$ cat src/rtl/dma_cycle_thief.sv
module dma_cycle_thief #(
  parameter int AW = 16,
  parameter int DW = 8
) (
  input  logic          clk,
  input  logic          rst_n,
  input  logic          pm_req,
  input  logic [AW-1:0] pm_addr,
  output logic          pm_ack,
  output logic          pm_valid,
  input  logic          pf_req,
  input  logic [AW-1:0] pf_addr,
  output logic          pf_ack,
  output logic          pf_valid,
  output logic [DW-1:0] dma_rdata,
  output logic          halt,
  output logic          cpu_bus_en,
  input  logic [AW-1:0] cpu_addr,
  input  logic [DW-1:0] cpu_wdata,
  input  logic          cpu_we,
  output logic [DW-1:0] cpu_rdata,
  output logic [AW-1:0] mem_addr,
  output logic [DW-1:0] mem_wdata,
  output logic          mem_we,
  input  logic [DW-1:0] mem_rdata
);
  logic          halt_q, halt_pm_q;
  logic          steal_q, steal_pm_q;
  logic          ret_q, ret_pm_q;
  logic [AW-1:0] grant_addr_q, steal_addr_q;
  logic [DW-1:0] data_q;

  always_ff @(posedge clk or negedge rst_n) begin
    if (!rst_n) begin
      halt_q       <= 1'b0;
      halt_pm_q    <= 1'b0;
      steal_q      <= 1'b0;
      steal_pm_q   <= 1'b0;
      ret_q        <= 1'b0;
      ret_pm_q     <= 1'b0;
      grant_addr_q <= '0;
      steal_addr_q <= '0;
      data_q       <= '0;
    end else begin
      halt_q       <= pm_req | pf_req;
      halt_pm_q    <= pm_req;
      grant_addr_q <= pm_req ? pm_addr : pf_addr;
      steal_q      <= halt_q;
      steal_pm_q   <= halt_pm_q;
      steal_addr_q <= grant_addr_q;
      ret_q        <= steal_q;
      ret_pm_q     <= steal_pm_q;
      if (steal_q) data_q <= mem_rdata;
    end
  end

  assign halt       = halt_q;
  assign pm_ack     = halt_q & halt_pm_q;
  assign pf_ack     = halt_q & ~halt_pm_q;
  assign cpu_bus_en = ~steal_q;
  assign mem_addr   = steal_q ? steal_addr_q : cpu_addr;
  assign mem_wdata  = cpu_wdata;
  assign mem_we     = cpu_we & ~steal_q;
  assign cpu_rdata  = mem_rdata;
  assign pm_valid   = ret_q & ret_pm_q;
  assign pf_valid   = ret_q & ~ret_pm_q;
  assign dma_rdata  = data_q;
endmodule


$ cat config.mk
export PLATFORM = sky130hd
export DESIGN_NAME = dma_cycle_thief
export DESIGN_NICKNAME = d
export VERILOG_FILES = /design/src/rtl/dma_cycle_thief.sv
export SDC_FILE = /design/constraint.sdc
export NUM_CORES = 1
export LEC_CHECK = 0
export CORE_UTILIZATION = 30
export DETAILED_ROUTE_END_ITERATION = 10
export PLACE_DENSITY = 0.67
export SLEW_MARGIN = 20
export SYNTH_ARGS = -nofsm -noshare
export SYNTH_HDL_FRONTEND = slang
export SYNTH_SLANG_ARGS = --single-unit
$ cat constraint.sdc
create_clock -name clk -period 2.7 [get_ports clk]
set_input_delay 0.54 -clock clk [delete_from_list [all_inputs] [get_ports clk]]
set_output_delay 0.54 -clock clk [all_outputs]
set_load 0.01 [all_outputs]
==> results of run 1 <==
area by class of cell:
type	count	share of cell area (%)
clock buffer	7	2.93
clock inverter	1	0.297
inverter	1	0.127
multi-input combinational	46	20.0
sequential	46	39.0
tap	75	3.18
timing repair buffer	103	34.5
power breakdown:
group / internal, mW / total (mW) / switching, mW
Combinational: 0.222 / 0.318 / 0.0952
Clock: 0.212 / 0.434 / 0.222
Sequential: 0.739 / 0.757 / 0.0177
Total: 1.17 / 1.51 / 0.335
metal layers:
layer  vias up  track usage [%]  wire length, µm
met2        58             19.0             1770
met5         -                0                0
met1       540             14.1             1540
met4         0             7.89              105
li1        540                -                -
met3         8             1.76              220
worst max-delay path, cell delays in order, from the launching register on:
cell	delay, ps
dfrtp_1	350
buf_4	310
mux2_2	370
clkdlybuf4s50_1	480
path summary, 6_finish.rpt:
kind                                             end  slack [ps]  cells after the start
setup / recovery                        mem_addr[13]         340                      3
hold / removal             grant_addr_q[6]$_DFF_PN0_         190                      1
setup reg to reg            dma_rdata[7]$_DFFE_PN0P_        1540                      2
hold reg to reg            steal_addr_q[8]$_DFF_PN0_         350                      0
max in group asynchronous  steal_addr_q[0]$_DFF_PN0_        1830                      2
min in group clk           steal_addr_q[8]$_DFF_PN0_         350                      0
through the flow:
stage | cell area (µm²) | hold slack (ps) | setup slack (ps) | util [%] | instances
2_1_floorplan | 1940 | 244 | 1210 | - | 114
3_3_place_gp | 2850 | 332 | 464 | 47.1 | 271
3_5_place_dp | 2850 | 335 | 448 | 47.1 | 271
4_1_cts | 2950 | 213 | 304 | 48.7 | 279
5_1_grt | 2950 | 222 | 267 | 48.7 | 279
6_report | 2950 | 193 | 343 | 48.7 | 279
state kept, by name (all words and copies together), names as in the netlist:
name and count:
steal_pm_q 1, grant_addr_q 16, steal_addr_q 16, halt_pm_q 1
dma_rdata 8, halt 1, ret_pm_q 1, steal_q 1
ret_q 1
cell usage in the layout (no fill, tap or decap):
cell type	instances
mux2_4	27
clkdlybuf4s50_1	98
buf_4	4
clkbuf_8	6
mux2_2	13
buf_2	1
and2_1	2
nor2b_1	3
clkbuf_1	1
or2_2	1
inv_6	1
inv_1	1
dfrtp_1	46
logic make-up (layout without fill, tap and decap cells):
group,Yosys count,count (layout),synth area share (%)
flops,46,46,59.4
simple gates,6,6,1.94
buf+inv,22,112,10.1
mux,40,40,28.5
==> summary.md, run 1 <==
| Metric | Value |
|---|---|
| Run status | completed |
| Largest area contributor in the netlist | dfrtp_1 |
| Die Span X | 82.4 µm |
| DRC | 0 |
| Per-cell routed wire length | 13.1 µm |
| Antenna violations before repair | 0 |
| Total chip power | 1.51 mW |
| 1st-iter DRT viols | 20 |
| Clk slew on worst S/H paths | 90 ps |
| EDFF count, synth | 0 |
| Critical path endpoint category | output port |
| Number of global-route vias before repair | 1152 |
| Crit Path Class | reg -> out |
| Flop and latch count out of synthesis | 46 |
| Min-Delay Path Class | in -> async |
| Ant. Diodes | 0 |
| GRT Residual Overflow | 0 |
| Max Freq | 0.424 GHz |
| Total of max-cap violations | 0 |
| CTS Buffer Depth | 2 |
| Max-slew violations | 0 |
| Reg-to-reg startpoint | steal_q$_DFF_PN0_ |
| I/O pins | 116 |
| Clock Latency Late Sink | 290 ps |
| Area grow syn2layout | 52.3% |
| Post-Route WL | 3640 µm |
| Via count | 1146 |
| Final Skew | 6.71 ps |
| Most used DFF post-synth | dfrtp_1 |
| Distinct cell type count after synthesis | 11 |
| Fill cells | 538 |
| Final min period | 2360 ps |
| Final setup fails | 0 |
| WP data arrival | 1820 ps |
| Syn Inst Count | 114 |
| Final period util | 87.3% |
| Die height | 82.4 µm |
| FF+latch area | 1150 µm² |
| Largest net degree at the start of global routing | 25 |
| Starting Density | 32.0% |
| Final Hold Fails | 0 |
| Crit path max fanout | 21 |
| CTS tree | yes |
| Cts bufs inserted | 5 |
| First-pass GRT wire length | 5640 µm |
| Yosys synthesis warning count | 0 |
| Via density | 4.11 |
| Rel. slew slack | 67.9% |
| Hold Buf Count CTS | 0 |
| Num rows | 28 |
| Sequential fraction of the synthesis area | 59.4% |
| Clk root buf | clkbuf_8 |
| Core Region | 6060 µm² |
| Required @ worst endpoint | 2160 ps |
| GP Congestion | 0.736 |
| Syn_area_per_cell | 17.0 µm² |
| Share of cells above drive strength 1 | 26.0% |
| Setup TNS | 0 ps |
| Ranking of synthesized cells by area | dfrtp_1 59%, mux2_4 21%, mux2_2 7.6%, buf_4 6.2%, buf_8 1.6% |
| Top cell type's share of synthesized area | 59.4% |
| Total setup buffers inserted after CTS | 0 |
| Mapped cell area | 1940 µm² |
| Number of routed nets with antenna violations | 0 |
| Max rail drop VDD | 0.237 mV |
| Initial DRT Pass Iterations | 2 |
| CTS H-tree depth | 2 |
| DP Wirelength | 2860 µm |
| Syn nets | 183 |
| Final nets | 272 |
| P_leak | 1.29 nW |
| CTS resizes | 0 |
| Port Buffers | 99 |
| Die Area | 6780 µm² |
| Ys async rst share | 100% |
| Multi-input logic area | 589 µm² |
| Count leader, synth | dfrtp_1 |
| Synth cell count leaders | 46 x dfrtp_1, 27 x mux2_4, 16 x buf_4 |
| Pwr dens | 511 nW/µm² |
| Slew @ Worst Pin | 482 ps |
| Startpoint Class | flop |
| Clock Sinks | 46 |
| Setup crit start | steal_q$_DFF_PN0_ |
| Tot GR Track Use | 11.6% |
| RSZ-0062 raised after global routing | no |
(Power assumes the default switching activity.)
==> inputs of run 2 (changes only) <==
- CORE_UTILIZATION: 30 -> 37
- PLACE_DENSITY: 0.67 -> 0.8
==> run 2 against run 1 <==
Via count about the same. Critical path depth unchanged. Maximum frequency increased by 0.32%. Count of clock-buffer cells in the layout decreased by 2. Design area increased by 0.25%. Clock skew increased by 1.4 ps. First-iteration DRC count increased by 70%. Sequential cell count unchanged. Final cell count decreased by 3.2%. Sequential power about the same. Highest routed layer unchanged.
==> summary.md, run 2 (synthesized netlist as in run 1, its figures left out) <==
| Metric | Value |
|---|---|
| Share of cells above drive strength 1 | 26.1% |
| Ant. Diodes | 0 |
| 1st-iter DRT viols | 34 |
| CTS resizes | 0 |
| Required @ worst endpoint | 2160 ps |
| Final Skew | 8.11 ps |
| Tot GR Track Use | 13.9% |
| FF+latch area | 1150 µm² |
| Crit Path Class | reg -> out |
| DRC | 0 |
| Final nets | 271 |
| Placed cells | 262 |
| Final min period | 2350 ps |
| Flop2flop setup slack | 1550 ps |
| Final setup fails | 0 |
| Startpoint Class | flop |
| Pwr dens | 538 nW/µm² |
| Min-Delay Path Class | in -> async |
| Port Buffers | 99 |
| I/O pins | 116 |
| Multi-input logic area | 589 µm² |
| Post-route insts no fill | 270 |
| CTS H-tree depth | 2 |
| Clk root buf | clkbuf_8 |
| Die height | 74.4 µm |
| GRT Residual Overflow | 0 |
| Fill cells | 398 |
| Via count | 1147 |
| Net Sw Frac | 21.9% |
| Num rows | 25 |
| First-pass GRT wire length | 5490 µm |
| Power share of the combinational group | 20.0% |
| Per-cell routed wire length | 13.6 µm |
| Clock power frac | 32.5% |
| Crit path max fanout | 18 |
| Core Util, Final | 60.6% |
| DP Wirelength | 2930 µm |
| Slew @ Worst Pin | 552 ps |
| Area grow syn2layout | 52.6% |
| Clock Sinks | 46 |
| GP Congestion | 0.680 |
| Final Hold Fails | 0 |
| Post-Route WL | 3660 µm |
| Number of global-route vias before repair | 1189 |
| CTS Buffer Depth | 2 |
| Core Region | 4880 µm² |
| Final WS setup | 350 ps |
| Int Pwr | 1.24 mW |
| Max-slew violations | 0 |
| Final period util | 87.0% |
| Max Freq | 0.426 GHz |
| Cts bufs inserted | 5 |
| Clock Latency Late Sink | 300 ps |
| Starting Density | 39.7% |
| Setup TNS | 0 ps |
| Critical path endpoint category | output port |
| Pre-CTS setup slack | 438 ps |
| Sequential Power Share | 47.5% |
| Run status | completed |
| Rel. slew slack | 63.2% |
| RSZ-0062 raised after global routing | no |
| Net Switching | 0.349 mW |
| Largest net degree at the start of global routing | 47 |
| Total chip power | 1.59 mW |
| Total setup buffers inserted after CTS | 0 |
| Antenna violations before repair | 0 |
| Max rail drop VDD | 0.362 mV |
| Number of routed nets with antenna violations | 0 |
| Die Span X | 74.4 µm |
| Hold Buf Count CTS | 0 |
| Initial DRT Pass Iterations | 2 |
| Clk slew on worst S/H paths | 90 ps |
| Commonest non-fill, non-tap cell in the layout | clkdlybuf4s50_1 |
| Via density | 4.25 |
| WP data arrival | 1810 ps |
| Die Area | 5530 µm² |
| P_leak | 1.30 nW |
| CTS tree | yes |
| Most frequent cells in the layout | 98 x clkdlybuf4s50_1, 46 x dfrtp_1, 27 x mux2_4 |
| Total of max-cap violations | 0 |
==> run 2: cell count changes in the layout (fill, tap and decap cells not counted), sizes merged <==
cell,previous run,this run
buf,5,4
bufinv,0,1
clkinvlp,0,1
clkbuf,7,5
==> run 2: final timing paths <==
path | start | end | cells after the start
setup reg to reg | steal_q$_DFF_PN0_ | dma_rdata[1]$_DFFE_PN0P_ | 2
hold reg to reg | grant_addr_q[12]$_DFF_PN0_ | steal_addr_q[12]$_DFF_PN0_ | 0
min in group clk | grant_addr_q[12]$_DFF_PN0_ | steal_addr_q[12]$_DFF_PN0_ | 0
setup / recovery | steal_q$_DFF_PN0_ | mem_addr[13] | 3
max in group asynchronous | rst_n | grant_addr_q[8]$_DFF_PN0_ | 1
hold / removal | rst_n | dma_rdata[6]$_DFFE_PN0P_ | 1
==> run 2: worst max-delay path, stage by stage, from the launching register on <==
cell,delay [ps]
dfrtp_1,350
buf_4,290
mux2_2,370
clkdlybuf4s50_1,480
==> run 2: power by group through the flow <==
stage               logic (mW)  clock network, mW  registers (mW)
global route             0.339              0.572           0.763
CTS                      0.324              0.537           0.758
global placement         0.318                  0           0.769
finish                   0.318              0.517           0.757
detailed placement       0.323                  0           0.772
floorplan                0.145                  0           0.771
==> run 2: layer usage <==
layer / track usage [%] / routed length [µm] / part of all wire [%] / vias to the layer above
li1: - / - / - / 538
met1: 15.6 / 1290 / 35 / 554
met2: 25.5 / 2120 / 58 / 51
met3: 3.39 / 204 / 5.6 / 4
met4: 5.03 / 50 / 1.4 / 0
met5: 0 / 0 / 0 / -
==> run 2: cell type report <==
class,count,area share (%)
Inverter,1,0.127
Timing Repair Buffer,102,34.2
Clock buffer,5,2.33
Tap cell,67,2.84
Clock inverter,3,1.65
Multi-Input combinational cell,46,19.9
Sequential cell,46,38.9
==> run 2: metrics by stage <==
stage / hold WS [ps] / cell area [µm²]
3_5_place_dp: 335 / 2840
4_1_cts: 355 / 2950
5_1_grt: 257 / 2960
6_report: 225 / 2960
3_3_place_gp: 333 / 2840
2_1_floorplan: 244 / 1940
==> inputs of run 3 (changes only) <==
- SETUP_SLACK_MARGIN: not set -> 0.4
==> run 3 against run 2 <==
First-iteration DRC count unchanged. Global-route usage unchanged. Clock power about the same. Final cell count unchanged. Combinational power about the same. Critical path type unchanged. Largest power group unchanged. Hold slack about the same. Non-clock buffer count unchanged. Count of clock-buffer cells in the layout unchanged. Critical path depth unchanged. Register-to-register slack better by 90 ps. Sequential cell count unchanged. Via count unchanged.
==> summary.md, run 3 (synthesized netlist as in run 1, its figures left out) <==
| Metric | Value |
|---|---|
| Die Area | 5530 µm² |
| Max-slew violations | 0 |
| Reg-to-reg startpoint | steal_q$_DFF_PN0_ |
| FF+latch area | 1150 µm² |
| Worst path slowest cell | clkdlybuf4s50_1 |
| Antenna violations before repair | 0 |
| Flop2flop setup slack | 1640 ps |
| Tot GR Track Use | 13.9% |
| Largest net degree at the start of global routing | 47 |
| GP Congestion | 0.680 |
| Final nets | 271 |
| Num rows | 25 |
| P_leak | 1.30 nW |
| Port Buffers | 99 |
| Final period util | 83.7% |
| Share of cells above drive strength 1 | 26.1% |
| WP data arrival | 1720 ps |
| Die height | 74.4 µm |
| CTS H-tree depth | 2 |
| Ant. Diodes | 0 |
| Critical path endpoint category | output port |
| Slew @ Worst Pin | 552 ps |
| Rel. slew slack | 63.2% |
| Setup crit start | steal_q$_DFF_PN0_ |
| Min-Delay Path Class | in -> async |
| DP Wirelength | 2930 µm |
| Crit path max fanout | 18 |
| Clk slew on worst S/H paths | 90 ps |
| Via count | 1147 |
| Number of global-route vias before repair | 1186 |
| Multi-input logic area | 589 µm² |
| Crit-path cells | buf_12, mux2_2, clkdlybuf4s50_1 |
| Setup TNS | 0 ps |
| Final min period | 2260 ps |
| Total setup buffers inserted after CTS | 0 |
| Core Region | 4880 µm² |
| Post-Route WL | 3660 µm |
| I/O pins | 116 |
| Clock Sinks | 46 |
| Max Freq | 0.443 GHz |
| DRC | 0 |
| Final Hold Fails | 0 |
| Area grow syn2layout | 53.3% |
| Clock Latency Late Sink | 300 ps |
| GRT Residual Overflow | 0 |
| Clk root buf | clkbuf_8 |
| First-pass GRT wire length | 5480 µm |
| CTS resizes | 2 |
| Max rail drop VDD | 0.362 mV |
| CTS tree | yes |
| Number of routed nets with antenna violations | 0 |
| Per-cell routed wire length | 13.5 µm |
| Total of max-cap violations | 0 |
| Most frequent cells in the layout | 98 x clkdlybuf4s50_1, 46 x dfrtp_1, 27 x mux2_4 |
| Cts bufs inserted | 5 |
| RSZ-0062 raised after global routing | yes |
| Fill cells | 395 |
| Commonest non-fill, non-tap cell in the layout | clkdlybuf4s50_1 |
| Final Skew | 7.58 ps |
| Starting Density | 39.7% |
| Initial DRT Pass Iterations | 2 |
| Critical path's largest stage delay | 480 ps |
| CTS Buffer Depth | 2 |
| Via density | 4.25 |
| Hold Buf Count CTS | 0 |
| Crit Path Class | reg -> out |
| Run status | completed |
| Final setup fails | 0 |
| Die Span X | 74.4 µm |
| Total chip power | 1.59 mW |
| 1st-iter DRT viols | 34 |
| Required @ worst endpoint | 2160 ps |
| Startpoint Class | flop |
| Pwr dens | 537 nW/µm² |
==> run 3: cell count changes in the layout (fill, tap and decap cells not counted) <==
cell and delta:
buf_4 -1, buf_12 +1
==> run 3: worst paths after layout <==
path | end | cells after the start
max in group asynchronous | grant_addr_q[8]$_DFF_PN0_ | 1
setup reg to reg | dma_rdata[1]$_DFFE_PN0P_ | 2
hold / removal | dma_rdata[6]$_DFFE_PN0P_ | 1
setup / recovery | mem_addr[13] | 3
hold reg to reg | steal_addr_q[12]$_DFF_PN0_ | 0
min in group clk | steal_addr_q[12]$_DFF_PN0_ | 0
==> run 3: metal layers <==
layer	vias up	GRT usage [%]	part of all wire, %
met5	-	0	0
met4	0	5.03	1.4
met3	4	3.39	5.6
met2	51	25.4	58
met1	553	15.7	35
li1	539	-	-
==> run 3: final cells by class <==
| class | count | share of cell area, % |
|---|---|---|
| clock buffer | 5 | 2.32 |
| clock inverter | 3 | 1.64 |
| inverter | 1 | 0.126 |
| multi-input combinational | 46 | 19.8 |
| sequential | 46 | 38.8 |
| tap | 67 | 2.82 |
| timing repair buffer | 102 | 34.5 |
==> run 3: through the flow <==
step | utilization [%] | area (µm²) | hold WS, ps | cells | setup slack, ps
5_1_grt | 60.8 | 2970 | 257 | 270 | 385
6_report | 60.8 | 2970 | 225 | 270 | 441
2_1_floorplan | - | 1940 | 244 | 114 | 1210
3_3_place_gp | 58.1 | 2840 | 333 | 262 | 465
4_1_cts | 60.7 | 2960 | 355 | 270 | 406
3_5_place_dp | 58.1 | 2840 | 335 | 262 | 438
==> run 3: critical path, delay by kind of cell (launching register included) <==
family,cells,cell delay [ps]
buf+inv,2,660
flops,1,400
mux,1,340
==> run 3: power breakdown <==
group | total [mW] | switching, mW | internal, mW | leakage (nW)
clock network | 0.517 | 0.235 | 0.282 | 0.0563
registers | 0.757 | 0.0183 | 0.739 | 0.532
logic | 0.319 | 0.0957 | 0.224 | 0.715
